<file path="config.mk">
export PLATFORM = sky130hd
export DESIGN_NAME = serdac_seq
export DESIGN_NICKNAME = d
export VERILOG_FILES = /design/src/rtl/serdac_pkg.sv /design/src/rtl/serdac_bit_timer.sv /design/src/rtl/serdac_sel_decode.sv /design/src/rtl/serdac_seq.sv
export SDC_FILE = /design/constraint.sdc
export NUM_CORES = 1
export LEC_CHECK = 0
export BUFFER_PORTS_ARGS = -buffer_cell sky130_fd_sc_hd__buf_4
export CORE_MARGIN = 1.5
export CORE_UTILIZATION = 45
export CTS_BUF_LIST = sky130_fd_sc_hd__clkbuf_4 sky130_fd_sc_hd__clkbuf_8
export CTS_CLUSTER_SIZE = 20
export DETAILED_ROUTE_END_ITERATION = 10
export PLACE_DENSITY = 0.69
export RECOVER_POWER = 25
export SETUP_SLACK_MARGIN = 0.5
export SLEW_MARGIN = 5
export SYNTH_ARGS = -nofsm -noshare
export SYNTH_HDL_FRONTEND = slang
export SYNTH_SLANG_ARGS = --single-unit
</file>
<file path="constraint.sdc">
create_clock -name clk -period 2.6 [get_ports clk]
set_input_delay 0.52 -clock clk [delete_from_list [all_inputs] [get_ports clk]]
set_output_delay 0.52 -clock clk [all_outputs]
set_load 0.005 [all_outputs]
</file>
<file path="src/rtl/serdac_pkg.sv">
package serdac_pkg;
    localparam int CODE_W = 16;
    localparam int WORD_W = CODE_W + 1;

    typedef enum logic [2:0] {
        ST_IDLE,
        ST_PRE,
        ST_SHIFT,
        ST_HOLD,
        ST_GUARD,
        ST_ADC,
        ST_FLUSH
    } seq_st_e;
endpackage

</file>
<file path="src/rtl/serdac_bit_timer.sv">
module serdac_bit_timer #(
    parameter int HI_CYC = 2500,
    parameter int LO_CYC = 6250
) (
    input  logic clk,
    input  logic rst_n,
    input  logic run,
    output logic sclk,
    output logic slot_end
);
    localparam int CMAX = (HI_CYC > LO_CYC) ? HI_CYC : LO_CYC;
    localparam int CW   = (CMAX > 1) ? $clog2(CMAX) : 1;

    typedef struct packed {
        logic          hi;
        logic [CW-1:0] cnt;
    } tmr_t;

    tmr_t t_q, t_d;

    // low phase first, then high phase; slot ends on the last high cycle
    always_comb begin
        t_d      = t_q;
        slot_end = 1'b0;
        if (!run) begin
            t_d.hi  = 1'b0;
            t_d.cnt = '0;
        end else if (!t_q.hi) begin
            if (t_q.cnt == CW'(LO_CYC - 1)) begin
                t_d.hi  = 1'b1;
                t_d.cnt = '0;
            end else begin
                t_d.cnt = t_q.cnt + 1'b1;
            end
        end else begin
            if (t_q.cnt == CW'(HI_CYC - 1)) begin
                t_d.hi   = 1'b0;
                t_d.cnt  = '0;
                slot_end = 1'b1;
            end else begin
                t_d.cnt = t_q.cnt + 1'b1;
            end
        end
    end

    always_ff @(posedge clk or negedge rst_n) begin
        if (!rst_n) t_q <= '0;
        else        t_q <= t_d;
    end

    assign sclk = t_q.hi;

    AST_STOP_ON_LOW: assert property (@(posedge clk) disable iff (!rst_n)
        $fell(run) |-> !t_q.hi) else $error("clock stopped mid high phase");
endmodule

</file>
<file path="src/rtl/serdac_sel_decode.sv">
module serdac_sel_decode #(
    parameter int NDEV = 4,
    parameter int IDXW = 2
) (
    input  logic [IDXW-1:0] dev,
    input  logic            strobe,
    output logic [NDEV-1:0] sel_n
);
    for (genvar i = 0; i < NDEV; i++) begin : g_sel
        assign sel_n[i] = ~(strobe && (dev == IDXW'(i)));
    end
endmodule

</file>
<file path="src/rtl/serdac_seq.sv">
module serdac_seq
    import serdac_pkg::*;
#(
    parameter int   NDEV       = 4,
    parameter int   ADC_IDX    = 3,
    parameter int   HI_CYC     = 2500,
    parameter int   LO_CYC     = 6250,
    parameter int   DUMMY_CLKS = 3,
    parameter int   LATCH_HOLD = 500,
    parameter int   GUARD_CYC  = 250000,
    parameter int   FLUSH_CLKS = 5,
    parameter int   ADC_BITS   = 8,
    parameter logic ALARM_BIT  = 1'b1,
    localparam int  IDXW       = (NDEV > 1) ? $clog2(NDEV) : 1
) (
    input  logic              clk,
    input  logic              rst_n,
    input  logic              start,
    input  logic [IDXW-1:0]   dev_sel,
    input  logic [CODE_W-1:0] code,
    output logic              busy,
    output logic              done,
    output logic              sclk,
    output logic              sdo,
    output logic [NDEV-1:0]   lat_n
);
    function automatic int imax(int a, int b);
        return (a > b) ? a : b;
    endfunction

    localparam int BMAX = imax(imax(WORD_W, DUMMY_CLKS), imax(ADC_BITS, FLUSH_CLKS));
    localparam int BW   = $clog2(BMAX + 1);
    localparam int WMAX = imax(LATCH_HOLD, GUARD_CYC);
    localparam int WW   = $clog2(WMAX + 1);

    typedef struct packed {
        seq_st_e           st;
        logic [IDXW-1:0]   dev;
        logic [WORD_W-1:0] word;
        logic [WORD_W-1:0] sh;
        logic [BW-1:0]     bits;
        logic [WW-1:0]     wt;
        logic              second;
        logic              done;
    } regs_t;

    regs_t r_q, r_d;
    logic  run, slot_end, strobe;

    assign run = (r_q.st == ST_PRE) || (r_q.st == ST_SHIFT) ||
                 (r_q.st == ST_ADC) || (r_q.st == ST_FLUSH);
    assign strobe = (r_q.st == ST_HOLD) || (r_q.st == ST_ADC);

    serdac_bit_timer #(.HI_CYC(HI_CYC), .LO_CYC(LO_CYC)) u_timer (
        .clk      (clk),
        .rst_n    (rst_n),
        .run      (run),
        .sclk     (sclk),
        .slot_end (slot_end)
    );

    serdac_sel_decode #(.NDEV(NDEV), .IDXW(IDXW)) u_decode (
        .dev    (r_q.dev),
        .strobe (strobe),
        .sel_n  (lat_n)
    );

    always_comb begin
        r_d      = r_q;
        r_d.done = 1'b0;
        unique case (r_q.st)
            ST_IDLE: begin
                if (start) begin
                    r_d.dev    = dev_sel;
                    r_d.second = 1'b0;
                    r_d.bits   = '0;
                    r_d.wt     = '0;
                    if (dev_sel == IDXW'(ADC_IDX)) begin
                        r_d.sh = {code, 1'b0};
                        r_d.st = ST_ADC;
                    end else begin
                        r_d.word = {ALARM_BIT, code};
                        r_d.sh   = {ALARM_BIT, code};
                        r_d.st   = (DUMMY_CLKS > 0) ? ST_PRE : ST_SHIFT;
                    end
                end
            end
            ST_PRE: begin
                if (slot_end) begin
                    if (r_q.bits == BW'(DUMMY_CLKS - 1)) begin
                        r_d.bits = '0;
                        r_d.st   = ST_SHIFT;
                    end else begin
                        r_d.bits = r_q.bits + 1'b1;
                    end
                end
            end
            ST_SHIFT: begin
                if (slot_end) begin
                    r_d.sh = {r_q.sh[WORD_W-2:0], 1'b0};
                    if (r_q.bits == BW'(WORD_W - 1)) begin
                        r_d.bits = '0;
                        r_d.wt   = '0;
                        r_d.st   = ST_HOLD;
                    end else begin
                        r_d.bits = r_q.bits + 1'b1;
                    end
                end
            end
            ST_HOLD: begin
                if (r_q.wt == WW'(LATCH_HOLD - 1)) begin
                    r_d.wt = '0;
                    r_d.st = ST_GUARD;
                end else begin
                    r_d.wt = r_q.wt + 1'b1;
                end
            end
            ST_GUARD: begin
                if (r_q.wt == WW'(GUARD_CYC - 1)) begin
                    r_d.wt = '0;
                    if (r_q.second) begin
                        r_d.st   = ST_IDLE;
                        r_d.done = 1'b1;
                    end else begin
                        r_d.second = 1'b1;
                        r_d.sh     = r_q.word;
                        r_d.st     = ST_SHIFT;
                    end
                end else begin
                    r_d.wt = r_q.wt + 1'b1;
                end
            end
            ST_ADC: begin
                if (slot_end) begin
                    r_d.sh = {r_q.sh[WORD_W-2:0], 1'b0};
                    if (r_q.bits == BW'(ADC_BITS - 1)) begin
                        r_d.bits = '0;
                        if (FLUSH_CLKS > 0) begin
                            r_d.st = ST_FLUSH;
                        end else begin
                            r_d.st   = ST_IDLE;
                            r_d.done = 1'b1;
                        end
                    end else begin
                        r_d.bits = r_q.bits + 1'b1;
                    end
                end
            end
            ST_FLUSH: begin
                if (slot_end) begin
                    if (r_q.bits == BW'(FLUSH_CLKS - 1)) begin
                        r_d.bits = '0;
                        r_d.st   = ST_IDLE;
                        r_d.done = 1'b1;
                    end else begin
                        r_d.bits = r_q.bits + 1'b1;
                    end
                end
            end
            default: r_d.st = ST_IDLE;
        endcase
    end

    always_ff @(posedge clk or negedge rst_n) begin
        if (!rst_n) begin
            r_q    <= '0;
            r_q.st <= ST_IDLE;
        end else begin
            r_q <= r_d;
        end
    end

    assign busy = (r_q.st != ST_IDLE);
    assign done = r_q.done;
    assign sdo  = ((r_q.st == ST_SHIFT) || (r_q.st == ST_ADC)) ? r_q.sh[WORD_W-1] : 1'b0;

    AST_IDLE_QUIET: assert property (@(posedge clk) disable iff (!rst_n)
        !busy |-> (!sclk && !sdo && (&lat_n))) else $error("bus active while idle");
    AST_HIGH_STABLE: assert property (@(posedge clk) disable iff (!rst_n)
        sclk |=> (!sclk || $stable(sdo))) else $error("data moved during high phase");
    AST_ONE_SEL: assert property (@(posedge clk) disable iff (!rst_n)
        $onehot0(~lat_n)) else $error("more than one strobe low");
    AST_NO_CLK_IN_STROBE: assert property (@(posedge clk) disable iff (!rst_n)
        (~lat_n[ADC_IDX] == 1'b0 && !(&lat_n)) |-> !sclk) else $error("clock during DAC strobe");
    AST_TWO_FRAMES: assert property (@(posedge clk) disable iff (!rst_n)
        ($past(r_q.st) == ST_GUARD && r_q.st == ST_IDLE) |-> $past(r_q.second)) else $error("single frame write");
    AST_DONE_ONE: assert property (@(posedge clk) disable iff (!rst_n)
        done |=> !done) else $error("done wider than one cycle");
    AST_BUSY_IGNORE: assert property (@(posedge clk) disable iff (!rst_n)
        (busy && start) |=> (r_q.dev == $past(r_q.dev))) else $error("request taken while busy");
endmodule

</file>
Yosys cells after proc, flatten, opt, wreduce, memory -nomap -nowiden --
Cells that the tools add are included. W data, S select, Z words.
Storage, ports and cells: bits in registers 78, output and inout port bits 8
Cells by class: add/sub/neg operators 3, equality and inequality tests 30, muxes and demuxes 48, bitwise gates (word level) 5, reduce and logical (&&, ||, !) cells 23
Operator list (count):
- $pmux W18 S4 | 1
- $mux W17 | 4
- $pmux W17 S4 | 1
- $mux W63 | 1
- $mux W18 | 3
- $mux W40 | 1
- $mux W3 | 11
- $mux W5 | 6
- $mux W14 | 2
- $mux W13 | 2
- $pmux W5 S5 | 1
- $mux W22 | 1
- $pmux W3 S7 | 1
- $add A18 B1 Y18 const B | 1
- $eq A18 B18 Y1 const B | 1
- $eq A18 B9 Y1 const B | 1
- $ne A2 B2 Y1 const B | 7
- $add A13 B1 Y13 const B | 1
- $eq A13 B12 Y1 const B | 1
- $eq A13 B13 Y1 const B | 1
- $reduce_and A6 Y1 | 2
- $reduce_and A11 Y1 | 1
- $eq A5 B3 Y1 const B | 2
- $ne A2 B1 Y1 const B | 5
- other kinds (23) | 51

Longest topological paths before layout --
Gate-level depths: netlist of the first run.
depth in word-level cells 7, depth in mapped cells 7, gate-level depth less buffers 7

Cells and area by module --
Synthesis of the first run repeated with hierarchy kept, for this count alone.
Second synthesis, totals: cells, all modules 441, area, all modules 4573.1 µm²
Modules (own cells, without submodules):
- serdac_seq | times used 1, cells an instance 361, area each 3698.5 µm², seq. area each 1601.5 µm²
- serdac_bit_timer | times used 1, cells an instance 76, area each 845.8 µm², seq. area each 350.3 µm²
- serdac_sel_decode | times used 1, cells an instance 4, area each 28.8 µm², seq. area each 0.0 µm²

Least setup slack after synthesis of the first run --
No wires, ideal clock.
path type register to register, start register u_timer.t_q[0] (netlist bit), end register r_q[32] (netlist bit), arrival time 2.395 ns, path slack 0.080 ns, stages on the path, launching flop included 8, cells stage by stage dfrtp_1 ha_1 or4b_1 nor4_4 a22oi_2 a31oi_4 buf_12 mux2_4
On the way: cells in the longest elaborated chain, start to end 6, elaborated cells on any way between the ends 7, those cells by class eq/ne (3); mux (3); reduce/logical (1)
RTL lines:
- start: declaration | RTL line serdac_bit_timer.sv:19 | tmr_t t_q, t_d;
- start signal: assignment | RTL line serdac_bit_timer.sv:48 | else t_q <= t_d;
- $eq A13 B12 Y1 (*) | RTL line serdac_bit_timer.sv:36 | if (t_q.cnt == CW'(HI_CYC - 1)) begin
- $mux W1 (*) | RTL line serdac_bit_timer.sv:36
- $mux W1 (*) | RTL line serdac_bit_timer.sv:28 | end else if (!t_q.hi) begin
- $mux W1 (*) | RTL line serdac_bit_timer.sv:25 | if (!run) begin
- $ne A2 B2 Y1 (no source line)
- $reduce_and A6 Y1 (no source line) (*)
- end signal: assignment | RTL line serdac_seq.sv:169 | r_q <= r_d;
- end: declaration | RTL line serdac_seq.sv:47 | regs_t r_q, r_d;
Mark *: on every way between the ends. The rest lies on a longest branch, timed or not. A chain may end at the register's enable or synchronous reset.

Worst setup path in the final report of the first run --
start register u_timer.t_q[4] (netlist bit), end register r_q[41] (netlist bit)
Same word-level chain as after synthesis.

==> impl_metrics.toml, run 1 <==
[power_and_ir_drop]
combinationalPowerShare = 0.513
clockPowerShare = 0.179
power_density_mw_per_mm2 = 1020
switchingPower_mw = 2.22
leakage_nw = 2.54
internal-power_mw = 3.71
peakVddDrop_mv = 0.364
netSwitchingFraction = 0.375
seqPwrFrac = 0.308

[cts]
ctsHoldBuffers = 0
cts_tree = "yes"
h-tree-depth = 3
clock_path_buffers = 2
path_clk_slew_ps = 90
numCtsBuffers = 9
clock_latency_ps = 380
cts_root_buf = "clkbuf_8"
cts.sinks = 78

[logic_synthesis]
yosys_warnings = 0
netlist_area_sq_mm = 0.00444
synthCells = 442
yosysSeqAreaShare = 0.439
ys_async_sr_fraction = 1.00
synth_edf_count = 0
syn-num-nets = 469
synth-seq-cells = 78
yosysUniqueCellTypes = 58
syn_avg_cell_area_sq_um = 10.0
ys_dominant_reg_cell = "dfrtp_1"

[floorplan]
core_area_sq_mm = 0.00968
die_y_microns = 102
num_rows = 36
die_w_microns = 102
start_util = 0.459
die-area_sq_mm = 0.0105
ioPinCount = 29

[critical_path]
endpoint = "r_q[41]"
slowest_delay_ps = 580
crit_type = "reg2reg"
crit_start = "u_timer.t_q[4]"
critPathSlowestCell = "or4b_4"
crit_arrival_ps = 2690
regToRegSetupSlack_ps = 170
crit_chain = "or4b_4 -> nor4_4 -> a22oi_2 -> a31oi_4 -> buf_6 -> buf_16 -> mux2_4"
cp-start-kind = "flop"
rr_startpoint = "u_timer.t_q[4]"
critPathMaxFanout = 8
cp.required_ps = 2860
reg2reg_depth = 7
r2r_end = "r_q[41]"
endpoint_kind = "flop"

[global_route]
grt_pass1_vias = 3653
antenna_found_initial = 0
grt_max_degree = 41
grt_overflow_total = 0
grt_pass1_wl_microns = 17800
track_usage = 0.217

[timing]
grt_setup_unrepaired = "true"
slew_headroom = 0.326
fmax_ghz = 0.412
hold_viol = 0
worstMarginPinSlew_ps = 1010
fin_crit_ps = 2430
timing.hold.ws_ps = 298
finalSetupViolCount = 0
setup_slack_ps = 173
fin_skew_ps = 16.8
fin_tns_setup_ps = 0
period_share = 0.934
report.final.slew_viol_count = 0

[cells_and_area]
nNetsFinal = 549
drive_gt1_frac = 0.364
fillCellCount = 764
area_growth_pct = 31.5
n_antenna_cell = 0
utilization = 0.603

[detailed_routing]
drt-initial-drc-count = 245
firstDrtPassIters = 5
num_vias = 3842
wl_microns = 11400
wl_per_cell_microns = 17.2
viasPerCell = 5.82
ant_nets = 0
drc = 0

[run]
cap_violations = 0

[place]
portBuffers = 28
gp_congestion = 0.893
pre_cts_ws_ps = 17.9
hpwl_microns = 6590

[min_path]
min_path_type = "in2async"

[status]
status = "completed"
## metrics by stage
| stage | std cells | instance area [sq um] | total power, mW |
|---|---|---|---|
| after floorplan | 442 | 4450 | 3.32 |
| after global placement | 606 | 4920 | 3.85 |
| after detailed placement | 606 | 4920 | 3.94 |
| after CTS | 643 | 5540 | 5.57 |
| after global routing | 660 | 5840 | 6.25 |
| final | 660 | 5840 | 5.94 |
## synthesized netlist by cell type, types with 2 or more instances
cell type   n  share of area
nand2_1    39          0.033
clkbuf_1   12          0.010
inv_1       5         0.0042
nor3_1      6         0.0068
o21ai_1     2         0.0023
nand3b_1    3         0.0051
nor4_1      7         0.0099
mux2_2     28          0.071
nor2_1     36          0.030
o21a_1      3         0.0051
clkbuf_2    2         0.0023
dfrtp_1    78           0.44
a22o_1      3         0.0059
a21oi_1     7         0.0079
ha_1        6          0.017
a32o_1      2         0.0045
and3_1      6         0.0085
nand4_1     9          0.013
nor2b_1     4         0.0056
and2_1      7         0.0099
xor2_1      7          0.014
mux2_4     10          0.034
nor4bb_1    3         0.0068
a22oi_1    16          0.027
nand3_1    16          0.018
nand2b_1    3         0.0042
o31a_1      3         0.0059
o22ai_1    10          0.014
or3b_1      2         0.0039
xnor2_1     8          0.016
or3_1       3         0.0042
a21o_1      2         0.0034
o21ai_0    47          0.053
o211ai_1    4         0.0068
and4_1      5         0.0099
mux2i_1    15          0.034
o22a_1      2         0.0039
## logic make-up after synthesis
kind of cell	synth area share
mux	0.139
buf+inv	0.0248
compound gates	0.159
simple gates	0.191
flops	0.439
fa+ha+maj	0.0169
xor+xnor	0.0296
## placed cells by master (no fill, tap or decap), types with 14 or more instances in the layout
master | Yosys | routed
a22oi_1 | 16 | 16
mux2_2 | 28 | 19
o21ai_1 | 2 | 17
buf_4 | 0 | 60
nand3_1 | 16 | 14
nor2_1 | 36 | 23
mux2i_1 | 15 | 15
mux2_4 | 10 | 19
buf_6 | 1 | 15
o21ai_0 | 47 | 23
dfrtp_1 | 78 | 74
nand2_1 | 39 | 37
## final cells by class
| cell class | count | area (sq um) | share of cell area |
|---|---|---|---|
| Tap cell | 133 | 166 | 0.0285 |
| Inverter | 5 | 18.8 | 0.00321 |
| Timing Repair Buffer | 83 | 749 | 0.128 |
| Clock buffer | 10 | 138 | 0.0236 |
| Sequential cell | 78 | 1960 | 0.335 |
| Multi-Input combinational cell | 345 | 2720 | 0.465 |
| Clock inverter | 6 | 92.6 | 0.0159 |
## metal layers
| metal | GRT usage | wire (microns) |
|---|---|---|
| met5 | 0 | 0 |
| met4 | 0.0991 | 214 |
| met3 | 0.0287 | 644 |
| met2 | 0.336 | 5500 |
| met1 | 0.304 | 5000 |
## state kept, by name, summed over array words and instances (netlist names)
register and count:
u_timer.sclk 1, u_timer.t_q 13, r_q 63, done 1
## power by group through the flow
stage               logic (mW)  clock network, mW  registers, mW
global route              3.27               1.12           1.86
floorplan                 1.58                  0           1.74
detailed placement        2.12                  0           1.82
finish                    3.04               1.07           1.83
CTS                       2.70               1.07           1.80
global placement          2.06                  0           1.80
## worst max-delay path, delay by kind of cell (launching register included)
family | cells | cell delay (ps)
simple gates | 2 | 910
flops | 1 | 420
compound gates | 2 | 410
mux | 1 | 300
buf+inv | 2 | 280
## how the worst min path moves through the flow
stage | end | slack, ps
floorplan | done | 220
global placement | r_q[58] | 450
detailed placement | r_q[58] | 460
CTS | r_q[13] | 140
global route | r_q[12] | 400
finish | r_q[13] | 300
## repair_timing
action                                  CTS  global route
buffers inserted                         19            14
resized for setup                        66            44
endpoints found under the setup margin   58            69
pin swaps                                24            38
cloned                                    2             3
(Power assumes the default switching activity.)
==> run 2, diff against run 1 <==
- CORE_MARGIN: 1.5 -> 2
- MAX_ROUTING_LAYER: default -> met4
==> impl_metrics.toml, run 2 (synthesis results as in run 1) <==
[timing]
grt_setup_unrepaired = "true"
hold_viol = 0
fin_crit_ps = 2340
finalSetupViolCount = 0
worstMarginPinSlew_ps = 1030
setup_slack_ps = 265
fin_skew_ps = 14.6
timing.hold.ws_ps = 325
period_share = 0.898
fmax_ghz = 0.428
slew_headroom = 0.312
fin_tns_setup_ps = 0
report.final.slew_viol_count = 0

[critical_path]
crit_arrival_ps = 2580
crit_type = "reg2reg"
crit_chain = "or4b_4 -> nor4_4 -> a22oi_2 -> a31oi_4 -> buf_6 -> clkbuf_16 -> mux2_4"
endpoint = "r_q[39]"
cp-start-kind = "flop"
rr_startpoint = "u_timer.t_q[9]"
critPathSlowestCell = "or4b_4"
r2r_end = "r_q[39]"
cp.depth = 7
regToRegSetupSlack_ps = 260
reg2reg_depth = 7
crit_buf_inv = 2
slowest_delay_ps = 560
endpoint_kind = "flop"
crit_start = "u_timer.t_q[9]"
path_delay_family = "simple AND/OR/NAND/NOR gates"
cp.required_ps = 2850
critPathMaxFanout = 4

[cts]
cts_tree = "yes"
numCtsBuffers = 9
cts_root_buf = "clkbuf_8"
clock_latency_ps = 370
clock_path_buffers = 2
cts.sinks = 78
path_clk_slew_ps = 90
h-tree-depth = 3

[global_route]
antenna_found_initial = 0
grt_max_degree = 41
grt_pass1_wl_microns = 17300
grt_overflow_total = 0
track_usage = 0.212
grt_pass1_vias = 3582

[cells_and_area]
area_growth_pct = 30.3
n_antenna_cell = 0
design_area_sq_mm = 0.00579
largest_reg_flops = 63
reg_top3 = "r_q (63), u_timer.t_q (13)"
nNetsFinal = 545
largest_register = "r_q"
layout.cells.most_common = "dfrtp_1"
layout_common_cells = "dfrtp_1 (74), buf_4 (57), nand2_1 (38)"
drive_gt1_frac = 0.356

[detailed_routing]
firstDrtPassIters = 5
ant_nets = 0
num_vias = 3815
wl_microns = 11200
drt-initial-drc-count = 263
viasPerCell = 5.82
drc = 0
wl_per_cell_microns = 17.1

[floorplan]
ioPinCount = 29
start_util = 0.459
die_w_microns = 103
num_rows = 36
die_y_microns = 103
die-area_sq_mm = 0.0107
core_area_sq_mm = 0.00968

[power_and_ir_drop]
power_density_mw_per_mm2 = 1010
peakVddDrop_mv = 0.406
leakage_nw = 2.51

[status]
status = "completed"

[place]
dpl_cell_area_sq_mm = 0.00492
pre_cts_ws_ps = 56.5
gp_congestion = 0.838
portBuffers = 28
hpwl_microns = 6560

[run]
cap_violations = 0

[min_path]
min_path_type = "in2async"
-- run 2: worst min-delay path by stage --
stage / startpoint / to / slack [ps] / cells after the start
2_1_floorplan: rst_n / done / 220 / 0
3_3_place_gp: r_q[58] / r_q[58] / 450 / 1
3_5_place_dp: r_q[58] / r_q[58] / 470 / 1
4_1_cts: rst_n / r_q[12] / 150 / 1
5_1_grt: code[11] / r_q[53] / 390 / 2
6_report: rst_n / r_q[16] / 330 / 1
-- run 2: stage by stage --
| step | utilization | cells | power (mW) |
|---|---|---|---|
| after floorplan | - | 442 | 3.32 |
| after global placement | 0.508 | 606 | 3.85 |
| after detailed placement | 0.508 | 606 | 3.93 |
| after CTS | 0.562 | 642 | 5.38 |
| after global routing | 0.598 | 656 | 6.15 |
| final | 0.598 | 656 | 5.83 |
-- run 2: layout make-up --
cell class / instances / area, sq um
fill: 784 / 3900
multi-input combinational: 345 / 2710
sequential: 78 / 1960
timing repair buffer: 79 / 719
tap: 133 / 166
clock buffer: 9 / 124
clock inverter: 7 / 96.3
inverter: 5 / 18.8
-- run 2: report_power, final --
part	leakage (nW)	total [mW]	switching, mW	internal (mW)
clock	0.114	1.05	0.502	0.546
combinational	1.39	2.97	1.44	1.53
sequential	1.01	1.81	0.255	1.55
-- run 2: routing by layer --
layer	GRT usage	vias up	wire length [microns]
li1	-	1807	-
met1	0.281	1905	5100
met2	0.328	94	5530
met3	0.0417	9	502
met4	0.0698	0	119
met5	-	-	0
-- run 2: repair_timing --
action	in CTS	in global routing
hold endpoints to repair	0	0
resized for setup	46	62
pin swaps	17	45
hold buffers	0	0
setup endpoints to repair	61	61
buffers inserted	19	10
gates cloned	1	4
